$ cat src/rtl/lpm_pkg.sv
package lpm_pkg;

    localparam int CFG_W        = 5;
    localparam int MODE_W       = 4;
    localparam int WAKE_PIN_CNT = 8;
    localparam int SRC_CNT      = 16;
    localparam int SRC_W        = $clog2(SRC_CNT);

    // interrupt source identifiers
    localparam int SRC_TMR_A   = 0;
    localparam int SRC_TMR_F   = 1;
    localparam int SRC_SERIAL  = 2;
    localparam int SRC_EXT0    = 3;
    localparam int SRC_EXT1    = 4;
    localparam int SRC_EVC     = 5;
    localparam int SRC_EVC_EXT = 6;
    localparam int SRC_PIN0    = 7;
    localparam int SRC_PIN_END = SRC_PIN0 + WAKE_PIN_CNT;

    typedef enum logic [MODE_W-1:0] {
        ST_RESET   = 4'd0,
        ST_ACT_HI  = 4'd1,
        ST_ACT_MED = 4'd2,
        ST_SUBACT  = 4'd3,
        ST_SLP_HI  = 4'd4,
        ST_SLP_MED = 4'd5,
        ST_SUBSLP  = 4'd6,
        ST_STBY    = 4'd7,
        ST_WATCH   = 4'd8
    } pm_state_e;

    typedef struct packed {
        logic low_spd;   // bit 4
        logic mid_spd;   // bit 3
        logic deep;      // bit 2
        logic tb_keep;   // bit 1
        logic direct;    // bit 0
    } pm_cfg_t;

    typedef struct packed {
        logic sys_en;
        logic sub_en;
        logic cpu_en;
        logic cpu_mid;
    } clk_ctl_t;

    typedef enum logic [1:0] {
        GRP_ANY,
        GRP_STBY,
        GRP_WATCH,
        GRP_SUBSLP
    } wake_grp_e;

    function automatic logic [SRC_CNT-1:0] pin_mask();
        logic [SRC_CNT-1:0] m;
        m = '0;
        for (int i = SRC_PIN0; i < SRC_PIN_END; i++) m[i] = 1'b1;
        return m;
    endfunction

    function automatic logic [SRC_CNT-1:0] group_mask(wake_grp_e g);
        logic [SRC_CNT-1:0] m;
        m = pin_mask();
        case (g)
            GRP_STBY: begin
                m[SRC_EXT0] = 1'b1;
                m[SRC_EXT1] = 1'b1;
            end
            GRP_WATCH: begin
                m[SRC_TMR_A] = 1'b1;
                m[SRC_TMR_F] = 1'b1;
                m[SRC_EXT0]  = 1'b1;
            end
            GRP_SUBSLP: begin
                m[SRC_TMR_A]   = 1'b1;
                m[SRC_TMR_F]   = 1'b1;
                m[SRC_SERIAL]  = 1'b1;
                m[SRC_EXT0]    = 1'b1;
                m[SRC_EXT1]    = 1'b1;
                m[SRC_EVC]     = 1'b1;
                m[SRC_EVC_EXT] = 1'b1;
            end
            default: m = '1;
        endcase
        return m;
    endfunction

    function automatic logic is_halt(pm_state_e s);
        return (s == ST_SLP_HI) || (s == ST_SLP_MED) || (s == ST_SUBSLP) ||
               (s == ST_STBY) || (s == ST_WATCH);
    endfunction

    function automatic logic is_run(pm_state_e s);
        return (s == ST_ACT_HI) || (s == ST_ACT_MED) || (s == ST_SUBACT);
    endfunction

endpackage

$ cat src/rtl/lpm_sleep_decode.sv
module lpm_sleep_decode
    import lpm_pkg::*;
(
    input  pm_cfg_t   cfg,
    output pm_state_e target,
    output logic      legal
);

    pm_state_e halt_tgt;
    pm_state_e xfer_tgt;
    logic      halt_ok;
    logic      xfer_ok;

    // halt destinations (direct = 0)
    always_comb begin
        halt_tgt = ST_SLP_HI;
        halt_ok  = 1'b1;
        if (!cfg.deep && !cfg.low_spd) begin
            halt_tgt = cfg.mid_spd ? ST_SLP_MED : ST_SLP_HI;
        end else if (!cfg.deep && cfg.low_spd && cfg.tb_keep) begin
            halt_tgt = ST_SUBSLP;
        end else if (cfg.deep && cfg.tb_keep) begin
            halt_tgt = ST_WATCH;
        end else if (cfg.deep && !cfg.low_spd && !cfg.tb_keep) begin
            halt_tgt = ST_STBY;
        end else begin
            halt_ok = 1'b0;
        end
    end

    // direct transfers between running states (direct = 1)
    always_comb begin
        xfer_tgt = ST_ACT_HI;
        xfer_ok  = 1'b1;
        if (!cfg.low_spd && !cfg.deep) begin
            xfer_tgt = cfg.mid_spd ? ST_ACT_MED : ST_ACT_HI;
        end else if (cfg.deep && cfg.tb_keep && cfg.low_spd) begin
            xfer_tgt = ST_SUBACT;
        end else if (cfg.deep && cfg.tb_keep && !cfg.low_spd) begin
            xfer_tgt = cfg.mid_spd ? ST_ACT_MED : ST_ACT_HI;
        end else begin
            xfer_ok = 1'b0;
        end
    end

    assign target = cfg.direct ? xfer_tgt : halt_tgt;
    assign legal  = cfg.direct ? xfer_ok  : halt_ok;

    always_comb begin
        if (legal && cfg.direct) assert_xfer_runs_R5: assert (is_run(target));
        if (legal && !cfg.direct) assert_halt_dest_R3: assert (is_halt(target));
    end

endmodule

$ cat src/rtl/lpm_wake_gate.sv
module lpm_wake_gate
    import lpm_pkg::*;
(
    input  pm_state_e        cur,
    input  logic             ack,
    input  logic [SRC_W-1:0] src,
    output logic             wake
);

    wake_grp_e          grp;
    logic [SRC_CNT-1:0] allow;
    logic [SRC_CNT-1:0] hit;

    always_comb begin
        case (cur)
            ST_STBY:   grp = GRP_STBY;
            ST_WATCH:  grp = GRP_WATCH;
            ST_SUBSLP: grp = GRP_SUBSLP;
            default:   grp = GRP_ANY;
        endcase
    end

    assign allow = group_mask(grp);

    for (genvar g = 0; g < SRC_CNT; g++) begin : g_src
        assign hit[g] = allow[g] && (src == SRC_W'(g));
    end

    assign wake = ack && is_halt(cur) && (|hit);

    always_comb begin
        if (wake) assert_wake_needs_ack_R13: assert (ack && $onehot(hit));
    end

endmodule

$ cat src/rtl/lpm_clk_decode.sv
module lpm_clk_decode
    import lpm_pkg::*;
(
    input  pm_state_e cur,
    output clk_ctl_t  ctl
);

    always_comb begin
        ctl = '0;
        case (cur)
            ST_ACT_HI:  begin ctl.sys_en = 1'b1; ctl.cpu_en = 1'b1; end
            ST_ACT_MED: begin ctl.sys_en = 1'b1; ctl.cpu_en = 1'b1; ctl.cpu_mid = 1'b1; end
            ST_SUBACT:  begin ctl.sub_en = 1'b1; ctl.cpu_en = 1'b1; end
            ST_SLP_HI,
            ST_SLP_MED: ctl.sys_en = 1'b1;
            ST_SUBSLP,
            ST_WATCH:   ctl.sub_en = 1'b1;
            default:    ctl = '0;
        endcase
    end

    always_comb begin
        assert_one_source_R14: assert (!(ctl.sys_en && ctl.sub_en));
        if (ctl.cpu_en) assert_cpu_has_clock_R14: assert (ctl.sys_en || ctl.sub_en);
    end

endmodule

$ cat src/rtl/lpm_ctrl.sv
module lpm_ctrl
    import lpm_pkg::*;
(
    input  logic             clk,
    input  logic             rst,
    input  logic             sleep_req,
    input  logic [CFG_W-1:0] pm_cfg,
    input  logic             intr_ack,
    input  logic [SRC_W-1:0] intr_src,
    output logic [MODE_W-1:0] mode_code,
    output logic             sys_clk_en,
    output logic             sub_clk_en,
    output logic             cpu_clk_en,
    output logic             cpu_mid_spd,
    output logic             cfg_fault
);

    pm_cfg_t   cfg;
    pm_state_e cur, nxt;
    pm_state_e prev_run, nxt_prev;
    pm_state_e dec_tgt;
    pm_state_e resume_tgt;
    logic      dec_legal;
    logic      wake;
    logic      fault_q, fault_set;
    clk_ctl_t  ctl;

    assign cfg = pm_cfg_t'(pm_cfg);

    lpm_sleep_decode u_dec (
        .cfg    (cfg),
        .target (dec_tgt),
        .legal  (dec_legal)
    );

    lpm_wake_gate u_wake (
        .cur  (cur),
        .ack  (intr_ack),
        .src  (intr_src),
        .wake (wake)
    );

    lpm_clk_decode u_clk (
        .cur (cur),
        .ctl (ctl)
    );

    always_comb begin
        if (cfg.low_spd)      resume_tgt = ST_SUBACT;
        else if (cfg.mid_spd) resume_tgt = ST_ACT_MED;
        else                  resume_tgt = ST_ACT_HI;
    end

    always_comb begin
        nxt       = cur;
        nxt_prev  = prev_run;
        fault_set = 1'b0;
        case (cur)
            ST_RESET: nxt = ST_ACT_HI;
            ST_ACT_HI, ST_ACT_MED, ST_SUBACT: begin
                if (sleep_req) begin
                    if (dec_legal) begin
                        nxt = dec_tgt;
                        if (is_halt(dec_tgt)) nxt_prev = cur;
                    end else begin
                        fault_set = 1'b1;
                    end
                end
            end
            ST_SLP_HI, ST_SLP_MED: if (wake) nxt = prev_run;
            ST_SUBSLP, ST_STBY, ST_WATCH: if (wake) nxt = resume_tgt;
            default: nxt = ST_RESET;
        endcase
    end

    always_ff @(posedge clk) begin
        if (rst) begin
            cur      <= ST_RESET;
            prev_run <= ST_ACT_HI;
            fault_q  <= 1'b0;
        end else begin
            cur      <= nxt;
            prev_run <= nxt_prev;
            fault_q  <= fault_q | fault_set;
        end
    end

    assign mode_code   = cur;
    assign sys_clk_en  = ctl.sys_en;
    assign sub_clk_en  = ctl.sub_en;
    assign cpu_clk_en  = ctl.cpu_en;
    assign cpu_mid_spd = ctl.cpu_mid;
    assign cfg_fault   = fault_q;

    assert_reset_exit_R1: assert property (@(posedge clk) disable iff (rst)
        (cur == ST_RESET) |=> (cur == ST_ACT_HI));

    assert_legal_code_R2: assert property (@(posedge clk) disable iff (rst)
        (cur <= ST_WATCH));

    assert_fault_sticky_R6: assert property (@(posedge clk) disable iff (rst)
        fault_q |=> fault_q);

    assert_fault_holds_state_R6: assert property (@(posedge clk) disable iff (rst)
        (is_run(cur) && sleep_req && !dec_legal) |=> ($stable(cur) && fault_q));

    assert_halt_ignores_strobe_R7: assert property (@(posedge clk) disable iff (rst)
        (is_halt(cur) && sleep_req && !intr_ack) |=> $stable(cur));

    assert_sleep_resume_R8: assert property (@(posedge clk) disable iff (rst)
        ((cur == ST_SLP_HI || cur == ST_SLP_MED) && intr_ack) |=> (cur == $past(prev_run)));

    assert_stby_rejects_timer_R9: assert property (@(posedge clk) disable iff (rst)
        (cur == ST_STBY && intr_ack && intr_src == SRC_W'(SRC_TMR_A)) |=> (cur == ST_STBY));

    assert_watch_rejects_ext1_R10: assert property (@(posedge clk) disable iff (rst)
        (cur == ST_WATCH && intr_ack && intr_src == SRC_W'(SRC_EXT1)) |=> (cur == ST_WATCH));

    assert_subslp_to_subact_R12: assert property (@(posedge clk) disable iff (rst)
        (cur == ST_SUBSLP && wake && cfg.low_spd) |=> (cur == ST_SUBACT));

    assert_hold_without_ack_R13: assert property (@(posedge clk) disable iff (rst)
        (is_halt(cur) && !intr_ack) |=> $stable(cur));

endmodule

$ cat config.mk
export PLATFORM = sky130hd
export DESIGN_NAME = lpm_ctrl
export DESIGN_NICKNAME = d
export VERILOG_FILES = /design/src/rtl/lpm_pkg.sv /design/src/rtl/lpm_sleep_decode.sv /design/src/rtl/lpm_wake_gate.sv /design/src/rtl/lpm_clk_decode.sv /design/src/rtl/lpm_ctrl.sv
export SDC_FILE = /design/constraint.sdc
export NUM_CORES = 1
export LEC_CHECK = 0
export BUFFER_PORTS_ARGS = -buffer_cell sky130_fd_sc_hd__buf_2
export CAP_MARGIN = 0
export CORE_MARGIN = 10
export CORE_UTILIZATION = 51
export DETAILED_ROUTE_END_ITERATION = 8
export PLACE_DENSITY = 0.77
export SLEW_MARGIN = 20
export SYNTH_ARGS = -nofsm -noshare
export SYNTH_HDL_FRONTEND = slang
export SYNTH_HIERARCHICAL = 1
export SYNTH_SLANG_ARGS = --single-unit
export TNS_END_PERCENT = 20
$ cat constraint.sdc
create_clock -name clk -period 2.95 [get_ports clk]
set_input_delay 0.295 -clock clk [delete_from_list [all_inputs] [get_ports clk]]
set_output_delay 0.295 -clock clk [all_outputs]
set_load 0.01 [all_outputs]
# Word level (Yosys, flattened, before mapping)

Index checks and enable logic that the tools add are counted.

Bits in registers: 9
Latch bits: 0
RAM bits: 0
Bits in read-only memories: 0
Output and inout bits: 9
Logic and storage cells: 124
Memories kept: 0

$add $sub $neg: 0
$mul: 0
Divide/modulo/power cells: 0
Order comparisons: 0
Equality and inequality tests: 35
Shifts and indexed selects: 0
Muxes and demuxes: 37
Bitwise logic cells: 1
Reductions and logical operators: 48

Operators by type and width:

| kind               | count |
|---|---|
| $eq 4x3->1 const B | 12 |
| $mux 4             | 12 |
| $eq 4x4->1 const B | 10 |
| $logic_and 1x1->1  | 25 |
| $mux 1             | 18 |
| $eq 4x2->1 const B | 4 |
| $pmux 4 s4         | 1 |
| $reduce_or 16->1   | 1 |
| $reduce_or 3->1    | 4 |
| $mux 9             | 1 |
| $eq 4x1->1 const B | 2 |
| $logic_not 4->1    | 2 |
| $logic_or 1x1->1   | 8 |
| $mux 2             | 4 |
| $reduce_and 4->1   | 2 |
| $ne 2x1->1 const B | 3 |
| $pmux 2 s3         | 1 |
| $eq 2x2->1 const B | 2 |
| $reduce_or 2->1    | 2 |
| $reduce_or 4->1    | 1 |
| $logic_not 1->1    | 3 |
| $eq 2x1->1 const B | 1 |
| $ne 2x2->1 const B | 1 |
| $or 1x1->1         | 1 |

# Depth between registers and ports, before layout

Word-level depth: 14
Mapped depth: 11
Mapped depth without buffers: 11

# By module

The synthesis kept the hierarchy.

By module, submodules not included:

| module           | instances | cells an instance | area an instance (um^2) |
|---|---|---|---|
| lpm_ctrl         | 1         | 62                | 536.8 |
| lpm_wake_gate    | 1         | 20                | 153.9 |
| lpm_sleep_decode | 1         | 15                | 91.3 |
| lpm_clk_decode   | 1         | 10                | 61.3 |

# Worst setup path before layout

OpenSTA, ideal clock, no wires.

Kind: register to register
Start point: reg cur[2], in the netlist mode_code[2]
End point: reg cur[2], in the netlist mode_code[2]
Library setup time: 129 ps
Data arrival time: 2503 ps
Data required time: 2821 ps
Slack: 318 ps
Cell stages (with the launch flop): 12
Buffers on the path: 0
Period minus slack after synthesis: 2632 ps
Cell sequence: dfxtp_1 > and3b_2 > nor2_1 > or2_1 > ha_1 > nand2_1 > a31oi_1 > o311a_1 > nor4b_1 > a221o_1 > a2bb2oi_1 > nor3_1

Cells in the longest elaborated chain, start to end: 10

RTL lines:

| what                                                                | RTL line                           | RTL |
|---|---|---|
| start: declaration                                                  | lpm_ctrl.sv:19                     | `pm_state_e cur, nxt;` |
| start signal: assignment                                            | lpm_ctrl.sv:82                     | `cur <= nxt;` |
| $eq 4x3->1 (tied with other cells)                                  | lpm_pkg.sv:89, lpm_wake_gate.sv:15 |  |
| $pmux 2 s3                                                          | lpm_wake_gate.sv:15                | `case (cur)` |
| $eq 2x1->1 or $eq 2x2->1 (tied branches)                            | lpm_pkg.sv:64                      | `case (g)` |
| $reduce_or 3->1 (no source line) or $reduce_or 2->1 (tied branches) | --                                 |  |
| $mux 9 (tied with other cells)                                      | lpm_pkg.sv:64                      |  |
| $logic_and 1x1->1                                                   | lpm_wake_gate.sv:26                | `assign hit[g] = allow[g] && (src == SRC_W'(g));` |
| $reduce_or 16->1                                                    | lpm_wake_gate.sv:29                | `assign wake = ack && is_halt(cur) && (\|hit);` |
| $logic_and 1x1->1 *                                                 | lpm_wake_gate.sv:29                |  |
| named net wake                                                      | lpm_ctrl.sv:24                     | `logic wake;` |
| $ne 2x2->1 (no source line) or $ne 2x1->1 (tied branches)           | --                                 |  |
| $reduce_and 4->1 (no source line) *                                 | --                                 |  |

The timed path passes the listed nets; every way through them passes the cells marked *.
A chain may end at the register's enable or synchronous reset.

# Final worst setup path

Ends and elaborated chain as after synthesis.

==> summary.txt <==
synth warn -> 6
reg-to-reg setup timing slack -> 0.37 ns
number of buffers inserted by port buffering -> 21
Worst-Skew Late Latency -> 0.25 ns
Final Total Pwr -> 0.0006026 W
initial antenna violation count -> 0
setup TNS -> 0 ns
Setup WS pre-CTS -> 0.3735 ns
Fin Clk Skew -> 0.001496 ns
First DRT Iteration DRCs -> 9
grt total ovfl -> 0
ANT nets after route -> 0
CP Data Required Time -> 3.09 ns
register area share after synthesis -> 21.36%
EDFF count, synth -> 0
largest net degree at the start of global routing -> 18
PostCTS Resize Cnt -> 0
CP startpoint kind -> flop
Die Wd -> 60.67 um
DRC -> 0
layout cell share with drive strength beyond 1 -> 27.61%
Crit path buffers/inverters -> 0
Mapped Cells -> 107
Routed WL -> 2.107 mm
number of global-route vias before repair -> 843
Max VDD drop -> 0.3672 mV
power density over the cells -> 590.2 nW/um2
RSZ-0062 raised after global routing -> no
clock transition at the registers of the reported paths -> 0.06 ns
Achievable Freq -> 0.3875 GHz
mean post-synth cell area -> 7.881 um2
setup ws final -> 0.3693 ns
max cap viols -> 0
total core area -> 1541 um2
final cycle utilization of the critical path -> 87.48%
WS Path Type -> flop to flop
critical path's top delay family -> compound AO/OA/AOI/OAI gates
die footprint -> 3680 um2
# Post-CTS Setup Buffers -> 0
CP endpoint kind -> flop
fin crit period -> 2.581 ns
Max clock buf depth -> 2
Area growth syn-to-layout -> 21.07%
IO Count -> 22
slowest CP cell -> dfxtp_1
Worst EP arrival -> 2.72 ns
Leakage -> 0.4309 nW
gr usage total -> 11.86%
syn_nets -> 123
GPL Wtd Cong -> 0.9506
# setup viols final -> 0
Vias/cell -> 6.040
CTS tree -> yes
FP Rows -> 14
Die Height -> 60.67 um
worst slew pin tran -> 0.4223 ns
cts bufs inserted -> 3
first-pass GRT wire length -> 3.608 mm
Synth Flop Type -> dfxtp_1
Starting Density -> 54.71%
WL per Instance -> 14.05 um
# nets final -> 151
Synth async-reset ratio -> 0%
path category of the worst min-delay check -> input port to flop
Pre-antenna DRT Iters -> 4
Hold Vio Cnt, Final -> 0
H-tree levels -> 1
mapped cell area -> 843.3 um2
Max Slew Vio Count -> 0
CTS sink cnt -> 9
ant diodes -> 0
count of different cell masters after synthesis -> 47
Via Count -> 906
relative slew slack -> 71.61%
crit-path max FO -> 6
Hold-fix buffers, CTS -> 0
CTS root buf -> clkbuf_4
flops & latches, synth -> 9
biggest cell delay along the critical path -> 0.42 ns
CP Cell Sequence -> and3b_2 > nor2_1 > or2_1 > ha_1 > nand2_1 > a31oi_1 > o311a_1 > nor4b_1 > a221o_1 > a2bb2oi_1 > nor3_1
DP Wirelength -> 1.669 mm
status -> complete, no violations
[per-layer routing]
| metal | routed length (um) | part of all wire (%) | GRT usage [%] | vias up |
|---|---|---|---|---|
| li1 | - | - | - | 461 |
| met1 | 938 | 45 | 14.62 | 412 |
| met2 | 923 | 44 | 18.92 | 27 |
| met3 | 198 | 9.4 | 4.593 | 6 |
| met4 | 47 | 2.2 | 2.821 | 0 |
| met5 | 0 | 0 | 0 | - |
[state kept, by name, summed over array words and instances, names as in the netlist]
signal     count
mode_code      4
prev_run       4
cfg_fault      1
[placed cells by master (no fill, tap or decap), drive strengths merged, types with 2 or more instances in the layout]
cell type and n:
buf 27, nor2b 10, nor2 9, dfxtp 9, inv 7, nor3 6, o21ai 5, a21oi 4
a31oi 4, clkbuf 4, nor4b 4, o21a 3, nand2b 3, nand2 3, ha 3, nor3b 3
or2 3, and2 2, o22ai 2, o32ai 2
[worst paths after layout]
path                                   from                   endpoint  cells past startpoint
setup / recovery  mode_code[2]$_SDFFE_PP0P_  mode_code[2]$_SDFFE_PP0P_                     11
hold / removal                          rst   prev_run[1]$_SDFFE_PP0P_                      2
setup reg to reg  mode_code[2]$_SDFFE_PP0P_  mode_code[2]$_SDFFE_PP0P_                     11
hold reg to reg    prev_run[0]$_SDFFE_PP1P_   prev_run[0]$_SDFFE_PP1P_                      1
[report_power, final]
group          total (W)  switching (W)  internal, W
logic           0.000360       0.000202     0.000159
clock network  0.0000881      0.0000364    0.0000517
registers       0.000154      0.0000152     0.000139
total           0.000603       0.000253     0.000349
[kinds of logic after synthesis]
| logic type | count (synthesis) | synth area share [%] |
|---|---|---|
| simple gates | 48 | 36.50 |
| compound gates | 34 | 30.12 |
| buf+inv | 11 | 5.340 |
| flops | 9 | 21.36 |
| fa+ha+maj | 3 | 4.452 |
| xor+xnor | 1 | 1.039 |
| mux | 1 | 1.187 |
[synthesized netlist by cell type, drive strengths merged, types with 2 or more instances]
| cell type | count | area (um2) |
|---|---|---|
| a31oi | 4 | 25.02 |
| o22ai | 2 | 12.51 |
| nor2b | 10 | 62.56 |
| o32ai | 2 | 25.03 |
| nand2b | 3 | 18.77 |
| or2 | 3 | 21.27 |
| nor3b | 3 | 27.52 |
| a21oi | 4 | 20.02 |
| nor3 | 6 | 30.03 |
| and2 | 2 | 12.51 |
| o21a | 3 | 22.52 |
| dfxtp | 9 | 180.2 |
| ha | 3 | 37.54 |
| nor2 | 9 | 33.78 |
| inv | 7 | 26.27 |
| buf | 3 | 15.01 |
| o21ai | 5 | 25.02 |
| nand2 | 3 | 11.26 |
| nor4b | 4 | 47.55 |
[layout make-up]
class / count / area (um2)
Clock buffer: 4 / 26.28
Tap cell: 16 / 20.02
Multi-Input combinational cell: 87 / 618.1
Timing Repair Buffer: 27 / 150.1
Fill cell: 138 / 520.5
Sequential cell: 9 / 180.2
Inverter: 7 / 26.28
[metrics by stage]
| step | instances | hold slack [ns] | util [%] | cell area (um2) |
|---|---|---|---|---|
| 3_3_place_gp | 146 | 0.4539 | 64.53 | 994.7 |
| 3_5_place_dp | 146 | 0.4584 | 64.53 | 994.7 |
| 4_1_cts | 150 | 0.3206 | 66.23 | 1021 |
| 6_report | 150 | 0.3383 | 66.23 | 1021 |
| 2_1_floorplan | 107 | 0.4302 | - | 843.3 |
| 5_1_grt | 150 | 0.3352 | 66.23 | 1021 |
Power figures use the tool's default switching activity.
